`config.mk`:
```
export PLATFORM = sky130hd
export DESIGN_NAME = level_irq_ctrl
export DESIGN_NICKNAME = d
export VERILOG_FILES = /design/src/rtl/lic_pkg.sv /design/src/rtl/lic_sync.sv /design/src/rtl/lic_enable_bank.sv /design/src/rtl/lic_reg_port.sv /design/src/rtl/level_irq_ctrl.sv
export SDC_FILE = /design/constraint.sdc
export NUM_CORES = 1
export LEC_CHECK = 0
export BUFFER_PORTS_ARGS = -buffer_cell sky130_fd_sc_hd__clkbuf_2
export CAP_MARGIN = 20
export CELL_PAD_IN_SITES_DETAIL_PLACEMENT = 1
export CELL_PAD_IN_SITES_GLOBAL_PLACEMENT = 1
export CORE_MARGIN = 2
export CORE_UTILIZATION = 43
export DETAILED_ROUTE_END_ITERATION = 8
export PLACE_DENSITY_LB_ADDON = 0.1
export SETUP_SLACK_MARGIN = 0.05
export SYNTH_ARGS = -nofsm -noshare
export SYNTH_HDL_FRONTEND = slang
export SYNTH_HIERARCHICAL = 1
export SYNTH_SLANG_ARGS = --single-unit
```
`constraint.sdc`:
```
create_clock -name clk -period 1.7 [get_ports clk]
set_input_delay 0.085 -clock clk [delete_from_list [all_inputs] [get_ports clk]]
set_output_delay 0.085 -clock clk [all_outputs]
set_load 0.005 [all_outputs]
```
`src/rtl/lic_pkg.sv`:
```
package lic_pkg;
  localparam int unsigned OFS_PENDING = 32'h04;
  localparam int unsigned OFS_MASKALL = 32'h08;
  localparam int unsigned OFS_CLRBITS = 32'h0c;
  localparam int unsigned OFS_SETBITS = 32'h10;

  typedef enum logic [1:0] {
    CMD_NONE    = 2'd0,
    CMD_SET     = 2'd1,
    CMD_CLR     = 2'd2,
    CMD_CLR_ALL = 2'd3
  } en_cmd_e;
endpackage

```
`src/rtl/lic_sync.sv`:
```
module lic_sync #(
  parameter int unsigned WIDTH  = 32,
  parameter int unsigned STAGES = 2
) (
  input  logic             clk,
  input  logic             rst,
  input  logic [WIDTH-1:0] d_async,
  output logic [WIDTH-1:0] q_sync
);
  logic [WIDTH-1:0] stg [STAGES];

  always_ff @(posedge clk) begin
    if (rst) stg[0] <= '0;
    else     stg[0] <= d_async;
  end

  for (genvar s = 1; s < STAGES; s++) begin : g_stage
    always_ff @(posedge clk) begin
      if (rst) stg[s] <= '0;
      else     stg[s] <= stg[s-1];
    end
  end

  assign q_sync = stg[STAGES-1];
endmodule

```
`src/rtl/lic_enable_bank.sv`:
```
module lic_enable_bank
  import lic_pkg::*;
#(
  parameter int unsigned NUM_LINES = 32
) (
  input  logic                 clk,
  input  logic                 rst,
  input  en_cmd_e              cmd,
  input  logic [NUM_LINES-1:0] mask,
  output logic [NUM_LINES-1:0] en_q
);
  always_ff @(posedge clk) begin
    if (rst) begin
      en_q <= '0;
    end else begin
      unique case (cmd)
        CMD_SET:     en_q <= en_q | mask;
        CMD_CLR:     en_q <= en_q & ~mask;
        CMD_CLR_ALL: en_q <= '0;
        default:     en_q <= en_q;
      endcase
    end
  end


  a_r2_reset_clear: assert property (@(posedge clk) disable iff (rst)
    $past(rst) |-> (en_q == '0));

  a_r3_set_bits: assert property (@(posedge clk) disable iff (rst)
    (cmd == CMD_SET) |=> ((en_q & $past(mask)) == $past(mask)));

  a_r4_clear_bits: assert property (@(posedge clk) disable iff (rst)
    (cmd == CMD_CLR) |=> ((en_q & $past(mask)) == '0));

  a_r5_clear_all: assert property (@(posedge clk) disable iff (rst)
    (cmd == CMD_CLR_ALL) |=> (en_q == '0));

  a_r10_idle_hold: assert property (@(posedge clk) disable iff (rst)
    (cmd == CMD_NONE) |=> $stable(en_q));
endmodule

```
`src/rtl/lic_reg_port.sv`:
```
module lic_reg_port
  import lic_pkg::*;
#(
  parameter int unsigned NUM_LINES = 32,
  parameter int unsigned ADDR_W    = 8
) (
  input  logic                 clk,
  input  logic                 rst,
  input  logic [ADDR_W-1:0]    bus_addr,
  input  logic                 bus_wr,
  input  logic                 bus_rd,
  input  logic [NUM_LINES-1:0] pending,
  output en_cmd_e              cmd,
  output logic [NUM_LINES-1:0] rdata_q
);
  localparam logic [ADDR_W-1:0] A_PEND = ADDR_W'(OFS_PENDING);
  localparam logic [ADDR_W-1:0] A_MALL = ADDR_W'(OFS_MASKALL);
  localparam logic [ADDR_W-1:0] A_CLR  = ADDR_W'(OFS_CLRBITS);
  localparam logic [ADDR_W-1:0] A_SET  = ADDR_W'(OFS_SETBITS);

  always_comb begin
    cmd = CMD_NONE;
    if (bus_wr) begin
      if      (bus_addr == A_SET)  cmd = CMD_SET;
      else if (bus_addr == A_CLR)  cmd = CMD_CLR;
      else if (bus_addr == A_MALL) cmd = CMD_CLR_ALL;
    end
  end

  always_ff @(posedge clk) begin
    if (rst) begin
      rdata_q <= '0;
    end else if (bus_rd) begin
      rdata_q <= (bus_addr == A_PEND) ? pending : '0;
    end
  end


  a_r1_pending_read: assert property (@(posedge clk) disable iff (rst)
    (bus_rd && bus_addr == A_PEND) |=> (rdata_q == $past(pending)));

  a_r9_other_reads_zero: assert property (@(posedge clk) disable iff (rst)
    (bus_rd && bus_addr != A_PEND) |=> (rdata_q == '0));

  a_r10_no_cmd_pend: assert property (@(posedge clk) disable iff (rst)
    (bus_addr == A_PEND) |-> (cmd == CMD_NONE));
endmodule

```
`src/rtl/level_irq_ctrl.sv`:
```
module level_irq_ctrl
  import lic_pkg::*;
#(
  parameter int unsigned NUM_LINES   = 32,
  parameter int unsigned ADDR_W      = 8,
  parameter int unsigned SYNC_STAGES = 2
) (
  input  logic                 clk,
  input  logic                 rst,
  input  logic [NUM_LINES-1:0] irq_lines,
  input  logic [ADDR_W-1:0]    bus_addr,
  input  logic                 bus_wr,
  input  logic [NUM_LINES-1:0] bus_wdata,
  input  logic                 bus_rd,
  output logic [NUM_LINES-1:0] bus_rdata,
  output logic                 irq_req
);
  logic [NUM_LINES-1:0] lines_s;
  logic [NUM_LINES-1:0] en_q;
  logic [NUM_LINES-1:0] pending;
  en_cmd_e              cmd;
  logic                 irq_q;

  lic_sync #(.WIDTH(NUM_LINES), .STAGES(SYNC_STAGES)) u_sync (
    .clk(clk), .rst(rst), .d_async(irq_lines), .q_sync(lines_s)
  );

  lic_reg_port #(.NUM_LINES(NUM_LINES), .ADDR_W(ADDR_W)) u_port (
    .clk(clk), .rst(rst), .bus_addr(bus_addr), .bus_wr(bus_wr),
    .bus_rd(bus_rd), .pending(pending), .cmd(cmd), .rdata_q(bus_rdata)
  );

  lic_enable_bank #(.NUM_LINES(NUM_LINES)) u_en (
    .clk(clk), .rst(rst), .cmd(cmd), .mask(bus_wdata), .en_q(en_q)
  );

  assign pending = lines_s & en_q;

  always_ff @(posedge clk) begin
    if (rst) irq_q <= 1'b0;
    else     irq_q <= |pending;
  end

  assign irq_req = irq_q;


  a_r7_irq_follows: assert property (@(posedge clk) disable iff (rst)
    1'b1 |=> (irq_req == ($past(pending) != '0)));

  a_r2_irq_reset: assert property (@(posedge clk) disable iff (rst)
    $past(rst) |-> !irq_req);
endmodule

```
==> results of run 1 <==
## Yosys cell counts, drive strengths merged
cell    count
dfxtp     129
nor2b      64
buf        38
a31o       32
and2       32
nand2      32
o21ai      32
o31ai      32
or3b       32
nor4bb     22
and4bb     10
clkbuf      6
or4         5
nor4        4
nand3       2
nor3        2
nor3b       2
a41oi       1
inv         1
nor2        1
or2         1
xnor2       1
## where the power goes
group,internal [mW],total [mW],switching (mW),leakage (nW)
logic,0.209,0.395,0.186,1.41
clock network,2.60,3.87,1.27,0.312
registers,3.10,3.11,0.0165,1.05
## critical path: stages (launching register included)
cell and delay (ps):
dfxtp_1 320, and2_4 150, or4_1 580, nor4_4 290, a41oi_1 130
## state kept, by name, indices dropped and copies added (netlist names)
name            flops
u_en/en_q          32
irq_req             1
u_sync/stg         64
u_port/rdata_q     32
## cell type report
| type | count | area [µm²] | share of cell area [%] |
|---|---|---|---|
| Tap cell | 168 | 210 | 3.02 |
| Clock buffer | 22 | 484 | 6.95 |
| Multi-Input combinational cell | 307 | 2510 | 36.0 |
| Timing Repair Buffer | 153 | 1030 | 14.7 |
| Sequential cell | 129 | 2580 | 37.0 |
| Inverter | 1 | 3.75 | 0.0539 |
| Clock inverter | 10 | 155 | 2.23 |
## logic make-up after synthesis
logic type	synth area share [%]
xor+xnor	0.162
compound gates	15.5
simple gates	30.2
buf+inv	6.34
flops	47.8
## per-stage QoR
step | cells | util (%)
after floorplan | 481 | -
after global placement | 726 | 49.3
after detailed placement | 726 | 49.3
after CTS | 790 | 57.2
after global routing | 790 | 57.3
final | 790 | 57.3
## metal layers
layer / track usage [%] / part of all wire (%) / vias to the layer above
li1: - / - / 1965
met2: 32.5 / 48 / 74
met5: 0 / 0 / -
met1: 26.2 / 46 / 1903
met4: 7.70 / 1.5 / 0
met3: 6.85 / 3.8 / 13
## worst paths after layout
check / slack, ps / depth (start not counted) / endpoint / start
setup / recovery: 90 / 4 / irq_req / u_en/en_q[15]
hold / removal: 40 / 2 / u_sync/stg[0][26] / rst
setup reg to reg: 90 / 4 / irq_req / u_en/en_q[15]
hold reg to reg: 440 / 1 / u_sync/stg[1][7] / u_sync/stg[0][7]
## what timing repair did
action	4_1_cts	5_1_grt
hold buffers	32	0
endpoints found under the setup margin	0	1
resized for setup	0	3
endpoints found under the hold margin	32	0
==> results.tsv, run 1 <==
stage	metric	value	unit
outcome	outcome	finished clean	
finish	layout cell share with drive strength beyond 1	42.6	%
clocking	CTS root buffer	clkbuf_16	
synthesis	cell taking the most area after synthesis	dfxtp_1	
sta	slew margin rel.	57.2	%
synthesis	yosys warns	6	
finish	commonest non-fill, non-tap cells in the layout	dfxtp_1, clkbuf_2, nor2b_2	
synthesis	top cells by area, synth	dfxtp_1, nor2b_2, o31ai_2	
finish	most common cell after layout, fill and taps aside	dfxtp_1	
synthesis	Synthesized Nets	557	
die	die width	116	µm
synthesis	Mean Syn Cell Area	11.2	µm²
sta	Max Slew Vio Count	0	
die	initial core utilization	44.4	%
place	Placer Congestion	0.782	
drt	DRT iter0 DRCs	237	
sta	Tightest Pin Transition	642	ps
clocking	Skew-Pair Late Insertion Delay	420	ps
die	Rows	40	
finish	Finished Cell Area	6970	µm²
drt	drt wl/cell	16.7	µm
sta	Setup Skew	4.44	ps
place	pre-CTS WS	70.3	ps
clocking	Worst-path clk slew	50	ps
setup_path	Worst EP arrival	1890	ps
finish	fillers	1328	
clocking	CTS tree	yes	
finish	area delta synth->final	29.0	%
setup_path	Critical Path Start Type	register	
sta	PnR worst setup slack	93.4	ps
place	Placement Cell Area	5990	µm²
clocking	CTS Buf Count	17	
finish	Diodes inserted	0	
setup_path	CP required	1980	ps
grt	Total GRT Usage	20.5	%
synthesis	Synth cell types	31	
grt	largest net degree at the start of global routing	65	
clocking	clock buffer depth	2	
synthesis	sequential-to-total area share from yosys stat	47.8	%
job	Max-cap violations	0	
finish	Final nets	685	
die	Die ar.	13500	µm²
sta	setup TNS	0	ps
grt	global route overflow	0	
die	Top Ports	109	
sta	min Tclk post-route	1610	ps
grt	initial antenna violation count	0	
clocking	CTS H-tree depth	4	
drt	Routed WL	13200	µm
sta	number of setup violations in the final report	0	
drt	Vias	3955	
setup_path	Max FO, Critical Path	2	
sta	Final Hold Viols	0	
synthesis	area share of the largest cell type after synthesis	47.8	%
drt	number of vias per cell	5.01	
clocking	clk sinks	129	
place	Port-buffer cells	108	
synthesis	Post-Syn Area	5400	µm²
drt	drt pass-1 iters	4	
sta	fmax	622	MHz
power	Leakage Power	2.77	nW
power	VDD IR-drop max	0.000797	V
grt	first-pass GRT wire length	20800	µm
grt	vias in the first global route	4103	
sta	unrepaired setup endpoints after global routing	false	
die	core area	12200	µm²
power	Tot Pwr	7.38	mW
die	Die H	116	µm
power	P per Cell Area	1060	nW/µm²
setup_path	Crit Path Class	reg -> reg	
drt	Final ANT Viol Nets	0	
sta	period utilisation layout	94.5	%
sta	WHS	38.8	ps
setup_path	crit end category	register	
synthesis	Post-Syn Instances	481	
worst_hold_path	Tightest Hold Check Type	in -> reg	
synthesis	Synth Register Bits	129	
drt	DRC errors left	0	
clocking	postcts setup bufs	0	
place	hpwl dp	8630	µm
No activity file was read; power rests on OpenSTA's default activity.
==> run 2, diff against run 1 <==
- BUFFER_PORTS_ARGS: -buffer_cell sky130_fd_sc_hd__clkbuf_2 -> -buffer_cell sky130_fd_sc_hd__buf_2
==> results.tsv, run 2 (synthesis results as in run 1) <==
stage	metric	value	unit
sta	fmax	623	MHz
finish	fillers	1320	
grt	initial antenna violation count	0	
finish	Biggest register	u_sync/stg	
die	initial core utilization	44.4	%
sta	Tightest Pin Transition	614	ps
place	Port-buffer cells	108	
die	Rows	40	
clocking	CTS tree	yes	
sta	period utilisation layout	94.4	%
drt	DRT iter0 DRCs	250	
finish	Final nets	681	
drt	drt wl/cell	16.9	µm
sta	Max Slew Vio Count	0	
place	pre-CTS WS	-2.29	ps
finish	Finished Cell Area	6930	µm²
finish	max FFs per register	64	
place	Placement Cell Area	5960	µm²
clocking	postcts setup bufs	0	
sta	setup TNS	0	ps
place	Placer Congestion	0.779	
die	Top Ports	109	
grt	global route overflow	0	
grt	vias in the first global route	4115	
drt	DRC errors left	0	
setup_path	FF-to-FF End	irq_req	
die	Die ar.	13500	µm²
power	Leakage Power	2.76	nW
grt	first-pass GRT wire length	21000	µm
power	P per Cell Area	1020	nW/µm²
clocking	clock buffer depth	2	
sta	PnR worst setup slack	94.7	ps
power	VDD IR-drop max	0.000803	V
grt	Total GRT Usage	20.6	%
power	Psw	1.51	mW
clocking	Worst-path clk slew	60	ps
worst_hold_path	Tightest Hold Check Type	in -> reg	
sta	unrepaired setup endpoints after global routing	false	
sta	Final Hold Viols	0	
place	hpwl dp	8340	µm
finish	commonest non-fill, non-tap cells in the layout	dfxtp_1, buf_2, nor2b_2	
clocking	clk sinks	129	
sta	Setup Skew	5.48	ps
power	sw frac	21.2	%
clocking	CTS Buf Count	17	
die	die width	116	µm
die	Die H	116	µm
clocking	CTS root buffer	clkbuf_16	
job	Max-cap violations	0	
setup_path	reg2reg setup slack	90	ps
finish	leading registers by flop count	u_sync/stg x64, u_en/en_q x32, u_port/rdata_q x32	
die	core area	12200	µm²
finish	Multi-input gate area	2550	µm²
setup_path	CP required	1970	ps
setup_path	Max FO, Critical Path	2	
setup_path	Setup crit start	u_sync/stg[1][23]	
power	cell internal pwr	5.59	mW
sta	WHS	56.7	ps
drt	Vias	3978	
sta	number of setup violations in the final report	0	
setup_path	Critical Path Start Type	register	
sta	min Tclk post-route	1610	ps
power	Reg power frac	43.9	%
power	Gate power share	5.5	%
finish	Register Area	2580	µm²
drt	drt pass-1 iters	4	
drt	number of vias per cell	5.06	
grt	largest net degree at the start of global routing	65	
setup_path	Worst EP arrival	1880	ps
drt	Final ANT Viol Nets	0	
setup_path	Worst Setup EP	irq_req	
clocking	Skew-Pair Late Insertion Delay	420	ps
power	Clock power frac	50.6	%
setup_path	Crit Path Class	reg -> reg	
sta	slew margin rel.	59.0	%
setup_path	crit end category	register	
finish	most common cell after layout, fill and taps aside	dfxtp_1	
setup_path	FF-to-FF path depth	4	
outcome	outcome	finished clean	
clocking	CTS H-tree depth	4	
setup_path	reg2reg start	u_sync/stg[1][23]	
drt	Routed WL	13200	µm
finish	layout cell share with drive strength beyond 1	43.9	%
finish	area delta synth->final	28.3	%
finish	Diodes inserted	0	
run 2: changes by cell type in the layout (fill, tap and decap cells not counted), moves of 2 or more:
cell	delta
and2_1	-4
and2_4	+4
buf_2	+107
buf_4	-4
bufinv_16	-2
clkbuf_2	-107
clkinv_2	+3
or4_1	-2
or4_4	+2
run 2: power by group through the flow:
| stage | sequential, mW | combinational, mW | clock, mW |
|---|---|---|---|
| after floorplan | 3.17 | 0.208 | 0 |
| after global placement | 3.18 | 0.322 | 0 |
| after detailed placement | 3.18 | 0.330 | 0 |
| after CTS | 3.11 | 0.389 | 3.66 |
| after global routing | 3.12 | 0.424 | 3.81 |
| final | 3.11 | 0.389 | 3.59 |
run 2: critical path, stage by stage (launching register included):
cell and delay [ps]:
dfxtp_1 290, and2_1 210, or4_1 600, nor4_4 220, a41oi_2 150
run 2: stage by stage:
step / total power [mW] / std cells / util (%)
2_1_floorplan: 3.38 / 481 / -
3_3_place_gp: 3.50 / 722 / 49.0
3_5_place_dp: 3.51 / 722 / 49.0
4_1_cts: 7.17 / 786 / 56.6
5_1_grt: 7.35 / 786 / 57.0
6_report: 7.10 / 786 / 57.0
run 2: cell type report:
type                       instances  share of cell area [%]
clock buffer                      21                    6.93
clock inverter                    11                    1.59
sequential                       129                    37.3
timing repair buffer             149                    14.4
multi-input combinational        307                    36.7
inverter                           1                  0.0541
tap                              168                    3.03
run 2: what timing repair did:
item                                    in CTS  in global routing
resized for setup                            2                 11
endpoints found under the setup margin       1                  1
gates cloned                                 0                  0
hold buffers                                32                  0
hold endpoints to repair                    32                  0
pin swaps                                    0                  4
run 2: layer usage:
metal | vias up | wire [µm] | global-route usage (%)
met2 | 84 | 6280 | 32.8
met4 | 0 | 238 | 7.86
li1 | 1959 | - | -
met1 | 1915 | 6230 | 27.4
met5 | - | 0 | 0
met3 | 20 | 495 | 4.62
run 2: worst min path at each step:
stage / start / end / slack (ps) / cells after the start
6_report: rst / u_sync/stg[1][26] / 60 / 2
3_3_place_gp: irq_lines[5] / u_sync/stg[0][5] / 290 / 2
4_1_cts: bus_wdata[23] / u_en/en_q[23] / 40 / 3
3_5_place_dp: irq_lines[30] / u_sync/stg[0][30] / 300 / 2
2_1_floorplan: rst / irq_req / 160 / 1
5_1_grt: bus_wdata[23] / u_en/en_q[23] / 50 / 3
==> run 3, diff against run 2 <==
--- a/config.mk
+++ b/config.mk
@@ -6,10 +6,10 @@
 export NUM_CORES = 1
 export LEC_CHECK = 0
+export ABC_AREA = 1
 export BUFFER_PORTS_ARGS = -buffer_cell sky130_fd_sc_hd__buf_2
-export CAP_MARGIN = 20
 export CELL_PAD_IN_SITES_DETAIL_PLACEMENT = 1
 export CELL_PAD_IN_SITES_GLOBAL_PLACEMENT = 1
 export CORE_MARGIN = 2
-export CORE_UTILIZATION = 43
+export CORE_UTILIZATION = 39
 export DETAILED_ROUTE_END_ITERATION = 8
 export PLACE_DENSITY_LB_ADDON = 0.1
==> constraint.sdc (replaced) <==
create_clock -name clk -period 1.7 [get_ports clk]
set_input_delay 0.255 -clock clk [delete_from_list [all_inputs] [get_ports clk]]
set_output_delay 0.255 -clock clk [all_outputs]
set_load 0.005 [all_outputs]
==> results.tsv, run 3 <==
stage	metric	value	unit
synthesis	Synthesized Nets	811	
finish	area delta synth->final	21.9	%
drt	drt wl/cell	13.3	µm
clocking	hold-fix buffer count after cts	0	
drt	DRT iter0 DRCs	164	
grt	global route overflow	0	
clocking	CTS root buffer	clkbuf_16	
finish	leading registers by flop count	u_sync/stg x64, u_en/en_q x32, u_port/rdata_q x32	
sta	unrepaired setup endpoints after global routing	false	
setup_path	CP required	2040	ps
sta	Final Hold Viols	0	
drt	drt pass-1 iters	4	
setup_path	crit end category	register	
finish	Biggest register	u_sync/stg	
clocking	CTS H-tree depth	4	
sta	Setup Skew	4.73	ps
synthesis	Mean Syn Cell Area	7.13	µm²
synthesis	area share of the largest cell type after synthesis	49.2	%
sta	WHS	41.9	ps
drt	Vias	4607	
power	Leakage Power	3.46	nW
clocking	postcts setup bufs	0	
die	Rows	42	
place	Port-buffer cells	108	
die	Top Ports	109	
finish	most common cell after layout, fill and taps aside	nor2_1	
finish	Final nets	915	
drt	Final ANT Viol Nets	0	
clocking	CTS Buf Count	17	
grt	initial antenna violation count	0	
sta	slew margin rel.	70.6	%
power	Tot Pwr	6.99	mW
die	initial core utilization	39.8	%
synthesis	sequential-to-total area share from yosys stat	49.2	%
setup_path	Worst EP arrival	1550	ps
drt	number of vias per cell	4.49	
setup_path	Crit Path Class	in -> reg	
synthesis	Post-Syn Area	5240	µm²
setup_path	Max FO, Critical Path	16	
sta	period utilisation layout	71.3	%
synthesis	number of flops mapped to enable cells by yosys	0	
clocking	Worst-path clk slew	50	ps
finish	Diodes inserted	0	
finish	max FFs per register	64	
synthesis	Synth Flop Type	dfxtp_1	
drt	Routed WL	13600	µm
synthesis	top cells by area, synth	dfxtp_1, nor2_1, nand2_1	
place	pre-CTS WS	114	ps
sta	PnR worst setup slack	488	ps
setup_path	Critical Path Start Type	input port	
clocking	clock buffer depth	2	
finish	fillers	1734	
synthesis	cell taking the most area after synthesis	dfxtp_1	
sta	fmax	825	MHz
clocking	Skew-Pair Late Insertion Delay	410	ps
synthesis	top-count cell post-synth	nor2_1	
die	die width	120	µm
synthesis	Synth Register Bits	129	
job	Max-cap violations	0	
place	hpwl dp	9590	µm
die	Die ar.	14400	µm²
drt	DRC errors left	0	
synthesis	synth cell count leaders	nor2_1, nand2_1, inv_1	
sta	setup TNS	0	ps
die	core area	13200	µm²
grt	vias in the first global route	4761	
grt	largest net degree at the start of global routing	49	
clocking	clk sinks	129	
synthesis	Async SR Flop Fraction	0	%
place	Placement Cell Area	5850	µm²
power	VDD IR-drop max	0.000643	V
place	Placer Congestion	0.769	
clocking	# resized after CTS	0	
synthesis	yosys warns	6	
sta	min Tclk post-route	1210	ps
sta	number of setup violations in the final report	0	
grt	Total GRT Usage	20.1	%
sta	Tightest Pin Transition	441	ps
die	Die H	120	µm
finish	layout cell share with drive strength beyond 1	19.8	%
synthesis	Synth cell types	19	
outcome	outcome	finished clean	
power	P per Cell Area	1090	nW/µm²
finish	commonest non-fill, non-tap cells in the layout	nor2_1, nand2_1, inv_1	
clocking	CTS tree	yes	
worst_hold_path	Tightest Hold Check Type	in -> reg	
finish	Finished Cell Area	6390	µm²
sta	Max Slew Vio Count	0	
synthesis	Post-Syn Instances	735	
grt	first-pass GRT wire length	22700	µm
## run 3: cell type report
type                            count  area [µm²]  area share, %
Sequential cell                   129        2580           40.4
Multi-Input combinational cell    431        1840           28.8
Timing Repair Buffer              121         688           10.8
Inverter                          139         522           8.16
Clock buffer                       21         450           7.05
Tap cell                          176         220           3.44
Clock inverter                      8        90.1           1.41
## run 3: kinds of logic after synthesis
kind of cell | synth area share (%)
AO/OA/AOI/OAI | 6.56
flip-flops | 49.2
buffers and inverters | 15.9
AND/OR/NAND/NOR | 28.3
## run 3: stage by stage
stage	instances	util, %
final	1025	48.5
after global placement	996	44.4
after CTS	1025	48.5
after detailed placement	996	44.4
after global routing	1025	48.5
after floorplan	735	-
## run 3: power breakdown
part	switching, mW	total (mW)	internal, mW
registers	0.0373	3.17	3.14
logic	0.243	0.407	0.165
clock network	1.25	3.41	2.15
## run 3: routing by layer
metal  vias to the layer above  global-route usage (%)  wire, µm
li1                       2352                       -         -
met1                      2148                    24.9      6240
met2                        95                    34.4      6690
met3                        12                    4.42       573
met4                         0                    7.21       137
met5                         -                       0         0
## run 3: final timing paths
path	start	to	slack [ps]	cells after the start
worst min-delay path	irq_lines[9]	u_sync/stg[0][9]	40	3
worst max register to register	u_en/en_q[15]	irq_req	690	6
worst min register to register	u_sync/stg[0][14]	u_sync/stg[1][14]	400	2
worst max-delay path	bus_addr[0]	u_en/en_q[24]	490	11
## run 3: critical path, cell delays in order
cell and delay [ps]:
buf_2 100, inv_1 40, nand2_1 130, nor2_1 130, nand3_1 120, a21boi_4 200, buf_4 240, nand2_1 90
nand2_1 90, nand2_1 50, nor2_1 100
